`src/rtl/asram_pkg.sv`:
```
package asram_pkg;

  typedef enum logic [2:0] {
    ST_IDLE,
    ST_READ,
    ST_TURN,
    ST_WSET,
    ST_WLOW,
    ST_WREC
  } asram_state_e;

  // registered memory-side pin levels
  typedef struct packed {
    logic selN;
    logic sel2;
    logic weN;
    logic oeN;
    logic laneOn;
    logic driveBus;
  } asram_pins_t;

  // everything the control hands to the datapath and top
  typedef struct packed {
    asram_pins_t pins;
    logic        load;
    logic        capture;
  } asram_strobe_t;

  function automatic int unsigned maxU(input int unsigned a, input int unsigned b);
    return (a > b) ? a : b;
  endfunction

  function automatic asram_pins_t pinsFor(input asram_state_e s);
    asram_pins_t p;
    p = '{selN: 1'b1, sel2: 1'b0, weN: 1'b1, oeN: 1'b1, laneOn: 1'b0, driveBus: 1'b0};
    case (s)
      ST_READ: p = '{selN: 1'b0, sel2: 1'b1, weN: 1'b1, oeN: 1'b0, laneOn: 1'b1, driveBus: 1'b0};
      ST_WSET: p = '{selN: 1'b0, sel2: 1'b1, weN: 1'b1, oeN: 1'b1, laneOn: 1'b1, driveBus: 1'b1};
      ST_WLOW: p = '{selN: 1'b0, sel2: 1'b1, weN: 1'b0, oeN: 1'b1, laneOn: 1'b1, driveBus: 1'b1};
      ST_WREC: p = '{selN: 1'b0, sel2: 1'b1, weN: 1'b1, oeN: 1'b1, laneOn: 1'b1, driveBus: 1'b1};
      default: ;
    endcase
    return p;
  endfunction

endpackage

```
`src/rtl/asram_fsm.sv`:
```
module asram_fsm
  import asram_pkg::*;
#(
  parameter int unsigned RD_CYCLES   = 14,
  parameter int unsigned WLOW_CYCLES = 12,
  parameter int unsigned TA_CYCLES   = 5
) (
  input  logic          clk,
  input  logic          rst,
  input  logic          reqValid,
  input  logic          reqWrite,
  output logic          reqReady,
  output asram_strobe_t strb
);

  localparam int unsigned CNT_MAX = maxU(maxU(RD_CYCLES, WLOW_CYCLES), TA_CYCLES);
  localparam int CNT_W = (CNT_MAX < 2) ? 1 : $clog2(CNT_MAX + 1);

  asram_state_e state, nState;
  logic [CNT_W-1:0] cnt, nCnt;
  logic lastRead, nLastRead;
  logic accept, capture;
  asram_pins_t pinQ;

  always_comb begin
    nState    = state;
    nCnt      = cnt;
    nLastRead = lastRead;
    accept    = reqValid && (state == ST_IDLE);
    capture   = 1'b0;
    unique case (state)
      ST_IDLE: begin
        if (accept) begin
          if (reqWrite) begin
            if (lastRead && (TA_CYCLES > 0)) begin
              nState = ST_TURN;
              nCnt   = CNT_W'(TA_CYCLES - 1);
            end else begin
              nState = ST_WSET;
            end
          end else begin
            nState = ST_READ;
            nCnt   = CNT_W'(RD_CYCLES - 1);
          end
        end
      end
      ST_READ: begin
        if (cnt == '0) begin
          capture   = 1'b1;
          nState    = ST_IDLE;
          nLastRead = 1'b1;
        end else begin
          nCnt = cnt - 1'b1;
        end
      end
      ST_TURN: begin
        if (cnt == '0) nState = ST_WSET;
        else           nCnt   = cnt - 1'b1;
      end
      ST_WSET: begin
        nState    = ST_WLOW;
        nCnt      = CNT_W'(WLOW_CYCLES - 1);
        nLastRead = 1'b0;
      end
      ST_WLOW: begin
        if (cnt == '0) nState = ST_WREC;
        else           nCnt   = cnt - 1'b1;
      end
      ST_WREC: nState = ST_IDLE;
      default: nState = ST_IDLE;
    endcase
  end

  always_ff @(posedge clk) begin
    if (rst) begin
      state    <= ST_IDLE;
      cnt      <= '0;
      lastRead <= 1'b0;
      pinQ     <= pinsFor(ST_IDLE);
    end else begin
      state    <= nState;
      cnt      <= nCnt;
      lastRead <= nLastRead;
      pinQ     <= pinsFor(nState);
    end
  end

  assign reqReady     = (state == ST_IDLE);
  assign strb.pins    = pinQ;
  assign strb.load    = accept;
  assign strb.capture = capture;

endmodule

```
`src/rtl/asram_dp.sv`:
```
module asram_dp
  import asram_pkg::*;
#(
  parameter int ADDR_W = 20,
  parameter int DATA_W = 16,
  parameter int LANES  = DATA_W / 8
) (
  input  logic              clk,
  input  logic              rst,
  input  asram_strobe_t     strb,
  input  logic [ADDR_W-1:0] reqAddr,
  input  logic [DATA_W-1:0] reqWdata,
  input  logic [LANES-1:0]  reqBe,
  input  logic [DATA_W-1:0] memDqIn,
  output logic              rspValid,
  output logic [DATA_W-1:0] rspData,
  output logic [ADDR_W-1:0] memAddr,
  output logic [DATA_W-1:0] memDqOut,
  output logic [LANES-1:0]  memLaneN
);

  logic [ADDR_W-1:0] addrQ;
  logic [DATA_W-1:0] wdQ;
  logic [LANES-1:0]  beQ;
  logic [DATA_W-1:0] rdQ;
  logic              rvQ;

  always_ff @(posedge clk) begin
    if (rst) begin
      addrQ <= '0;
      wdQ   <= '0;
      beQ   <= '0;
      rvQ   <= 1'b0;
    end else begin
      rvQ <= strb.capture;
      if (strb.load) begin
        addrQ <= reqAddr;
        wdQ   <= reqWdata;
        beQ   <= reqBe;
      end
    end
  end

  for (genvar g = 0; g < LANES; g++) begin : g_lane
    always_ff @(posedge clk) begin
      if (rst)               rdQ[g*8 +: 8] <= 8'h00;
      else if (strb.capture) rdQ[g*8 +: 8] <= beQ[g] ? memDqIn[g*8 +: 8] : 8'h00;
    end
  end

  assign memLaneN = ~(beQ & {LANES{strb.pins.laneOn}});
  assign memAddr  = addrQ;
  assign memDqOut = wdQ;
  assign rspData  = rdQ;
  assign rspValid = rvQ;

endmodule

```
`src/rtl/asram_ctrl.sv`:
```
module asram_ctrl
  import asram_pkg::*;
#(
  parameter int ADDR_W          = 20,
  parameter int DATA_W          = 16,
  parameter int unsigned RD_CYCLES = 14,
  parameter int unsigned WP_CYCLES = 11,
  parameter int unsigned AW_CYCLES = 13,
  parameter int unsigned DS_CYCLES = 7,
  parameter int unsigned TA_CYCLES = 5
) (
  input  logic                  clk,
  input  logic                  rst,
  input  logic                  reqValid,
  output logic                  reqReady,
  input  logic                  reqWrite,
  input  logic [ADDR_W-1:0]     reqAddr,
  input  logic [DATA_W-1:0]     reqWdata,
  input  logic [DATA_W/8-1:0]   reqBe,
  output logic                  rspValid,
  output logic [DATA_W-1:0]     rspData,
  output logic                  memSelN,
  output logic                  memSel2,
  output logic                  memWeN,
  output logic                  memOeN,
  output logic [DATA_W/8-1:0]   memLaneN,
  output logic [ADDR_W-1:0]     memAddr,
  output logic [DATA_W-1:0]     memDqOut,
  input  logic [DATA_W-1:0]     memDqIn,
  output logic                  memDqOe
);

  localparam int LANES = DATA_W / 8;
  // address and data are valid one cycle before the strobe falls
  localparam int unsigned SETUP_NEED  = maxU(AW_CYCLES, DS_CYCLES);
  localparam int unsigned WLOW_CYCLES = maxU(WP_CYCLES, (SETUP_NEED > 1) ? SETUP_NEED - 1 : 1);

  asram_strobe_t strb;

  asram_fsm #(
    .RD_CYCLES  (RD_CYCLES),
    .WLOW_CYCLES(WLOW_CYCLES),
    .TA_CYCLES  (TA_CYCLES)
  ) u_fsm (
    .clk     (clk),
    .rst     (rst),
    .reqValid(reqValid),
    .reqWrite(reqWrite),
    .reqReady(reqReady),
    .strb    (strb)
  );

  asram_dp #(
    .ADDR_W(ADDR_W),
    .DATA_W(DATA_W),
    .LANES (LANES)
  ) u_dp (
    .clk     (clk),
    .rst     (rst),
    .strb    (strb),
    .reqAddr (reqAddr),
    .reqWdata(reqWdata),
    .reqBe   (reqBe),
    .memDqIn (memDqIn),
    .rspValid(rspValid),
    .rspData (rspData),
    .memAddr (memAddr),
    .memDqOut(memDqOut),
    .memLaneN(memLaneN)
  );

  assign memSelN = strb.pins.selN;
  assign memSel2 = strb.pins.sel2;
  assign memWeN  = strb.pins.weN;
  assign memOeN  = strb.pins.oeN;
  assign memDqOe = strb.pins.driveBus;

endmodule

```
`config.mk`:
```
export PLATFORM = sky130hd
export DESIGN_NAME = asram_ctrl
export DESIGN_NICKNAME = d
export VERILOG_FILES = /design/src/rtl/asram_pkg.sv /design/src/rtl/asram_fsm.sv /design/src/rtl/asram_dp.sv /design/src/rtl/asram_ctrl.sv
export SDC_FILE = /design/constraint.sdc
export NUM_CORES = 1
export LEC_CHECK = 0
export CORE_ASPECT_RATIO = 1.4
export CORE_MARGIN = 4
export CORE_UTILIZATION = 35
export DETAILED_ROUTE_END_ITERATION = 7
export DONT_BUFFER_PORTS = 1
export PLACE_DENSITY_LB_ADDON = 0.12
export SYNTH_ARGS = -nofsm -noshare
export SYNTH_HDL_FRONTEND = slang
export SYNTH_SLANG_ARGS = --single-unit
```
`constraint.sdc`:
```
create_clock -name clk -period 2.1 [get_ports clk]
set_clock_uncertainty 0.15 [all_clocks]
set_input_delay 0.42 -clock clk [delete_from_list [all_inputs] [get_ports clk]]
set_output_delay 0.42 -clock clk [all_outputs]
set_load 0.005 [all_outputs]
```
==> flow_summary.toml <==
[synthesis]
ys.flop_type = "dfxtp_1"
synth_seq_cells = 68
async_reset_ff_frac = 0
netlist_instances = 297
synth_edf_count = 0
synth.avg_cell_area_um2 = 8.92
yosys_warnings = 0
synth.distinct_cells = 47
syn-num-nets = 356
synth_area_mm2 = 0.00265
seq_area_frac_synth = 0.514

[cts]
cts_root_buffer = "clkbuf_8"
cts_tree = "built"
cts_setup_buffers = 0
clk_latency_ns = 0.33
htree_num_levels = 3
path_clk_slew_ns = 0.08
clock_path_buffers = 2
cts_made_buffers = 9
clkSinkCount = 68

[die]
core_area_mm2 = 0.00736
rows = 37
start_util = 0.360
io_pins = 119
die_w_um = 81.5
die_area_mm2 = 0.00905
die_h_um = 111

[critical_path]
arrival_ns = 2.07
cp_top_family = "compound AO/OA/AOI/OAI gates"
path_class = "reg2reg"
path_buf_inv = 1
critPathLaunchType = "flip-flop"
crit_chain = "inv_1 -> ha_1 -> or3b_4 -> a32oi_1 -> o211ai_2 -> o221a_2"
path_max_fanout = 6
slowest_delay_ns = 0.45
worst_path_max_delay_cell = "or3b_4"
required_ns = 2.18
cp-end-kind = "flip-flop"

[global_routing]
grt_start_max_net_pins = 46
grt.total_usage = 0.146
grt_pass1_vias = 2059
gr-total-overflow = 0
antenna_found_initial = 0
grt_pass1_wl_um = 10300

[finish]
mostFrequentLayoutCell = "nand2_1"
nNetsFinal = 356
num-fill-cells = 733
diodes = 0
drive_gt1_frac = 0.126
area_growth_pct = 12.4
final_cell_mix = "83 x nand2_1, 68 x dfxtp_1, 45 x a21oi_1"
instances_no_fill = 399

[sta]
final.period_utilization = 0.949
worst_pin_slew_ns = 0.590
tns_ns = 0
slew_violations = 0
setup-violations-final = 0
hold_violations = 0
relSlewSlack = 0.606
finalWorstPathRequiredPeriod_ns = 1.99
fmax_ghz = 0.502
setup_ws_ns = 0.107
rsz0062_at_grt = "false"

[placed_design]
io_buffers = 0
post-dp-hpwl_um = 4430
placed_cells = 382
gp_congestion = 0.761
dp_slack_ns = 0.0225

[job]
max-cap-violations = 0

[power]
total_power_mw = 3.80
ir_drop_v = 0.000533
power_density_mw_per_mm2 = 1280
p_leak_nw = 1.12

[routing]
wl_met3_um = 838
vias = 2044
wl_met1_um = 2550
drt_iter0_drc = 96
dr.pass1.iters = 4
drc = 0
top_layer = "met4"
met2_length_um = 2960
wl_per_cell_um = 16.2
vias_per_cell = 5.12
antenna_left = 0
wl_um = 6460

[hold_path]
hp-class = "in2reg"

[run_status]
run_status = "finished clean"
-- power by group --
group | switching [mW] | internal, mW | leakage, nW
sequential | 0.155 | 1.47 | 0.556
combinational | 0.544 | 0.455 | 0.457
clock | 0.481 | 0.701 | 0.107
-- cells by family (layout without fill, tap and decap cells) --
kind of cell             after synthesis  in the layout  synth area share
adder cells (fa/ha/maj)                2              2           0.00850
AND/OR/NAND/NOR                      109            109             0.191
XOR/XNOR                               2              2           0.00661
flip-flops                            68             68             0.514
buffers and inverters                 31             36            0.0666
AO/OA/AOI/OAI                         83             83             0.206
multiplexers                           2              2           0.00755
-- flip-flops by register name, indices dropped and copies added (netlist names) --
register        cells
u_dp.memAddr       20
u_dp.memDqOut      16
u_dp.rspData       16
u_fsm.strb          5
u_fsm.cnt           4
u_fsm.state         3
u_dp.beQ            2
u_dp.rspValid       1
u_fsm.lastRead      1
-- Yosys cell counts (all sizes together), types with 2 or more instances --
library cell,instances,share of area
nand2,83,0.12
dfxtp,68,0.51
a21oi,45,0.085
a22o,16,0.053
clkbuf,14,0.024
buf,11,0.034
inv,6,0.0085
nand2b,4,0.0094
nor2,4,0.0066
a31oi,3,0.0071
nand3,3,0.0057
nor4b,3,0.012
a21o,2,0.0057
a221oi,2,0.0066
a32oi,2,0.0066
and2,2,0.0047
mux2i,2,0.0076
nor2b,2,0.0047
nor3,2,0.0080
nor4,2,0.010
o211ai,2,0.0076
o21ai,2,0.0038
-- per-layer routing --
metal,up-vias,track usage
met5,-,0
met4,0,0.0699
met3,11,0.0683
met2,102,0.224
met1,915,0.168
li1,1016,-
-- cell type report --
type | instances | area, um^2 | area share
Multi-Input combinational cell | 198 | 1130 | 0.378
Clock inverter | 4 | 72.6 | 0.0244
Timing Repair Buffer | 14 | 130 | 0.0437
Tap cell | 97 | 121 | 0.0407
Sequential cell | 68 | 1360 | 0.457
Clock buffer | 12 | 145 | 0.0487
Inverter | 6 | 22.5 | 0.00756
-- metrics by stage --
step                 util  area, um^2  hold WS [ns]
floorplan               -        2650         0.295
global placement    0.372        2740         0.311
detailed placement  0.372        2740         0.312
CTS                 0.404        2970       0.00930
global route        0.405        2980      0.000633
finish              0.405        2980        0.0284
-- final timing paths --
kind,startpoint,cells after the start,endpoint,slack (ns)
worst max-delay path,u_fsm.cnt[1]$_SDFFE_PP0P_,6,u_fsm.cnt[2]$_SDFFE_PP0P_,0.11
worst min-delay path,rst,1,u_fsm.strb[5]$_SDFF_PP1_,0.03
worst max register to register,u_fsm.cnt[1]$_SDFFE_PP0P_,6,u_fsm.cnt[2]$_SDFFE_PP0P_,0.11
worst min register to register,u_dp.memAddr[13]$_SDFFE_PP0N_,2,u_dp.memAddr[13]$_SDFFE_PP0N_,0.32
-- what timing repair did --
| action | in CTS | in global routing |
|---|---|---|
| resized for setup | 0 | 3 |
| endpoints found under the hold margin | 45 | 0 |
| endpoints found under the setup margin | 0 | 19 |
| hold buffers | 1 | 0 |
No activity file was read; power rests on OpenSTA's default activity.
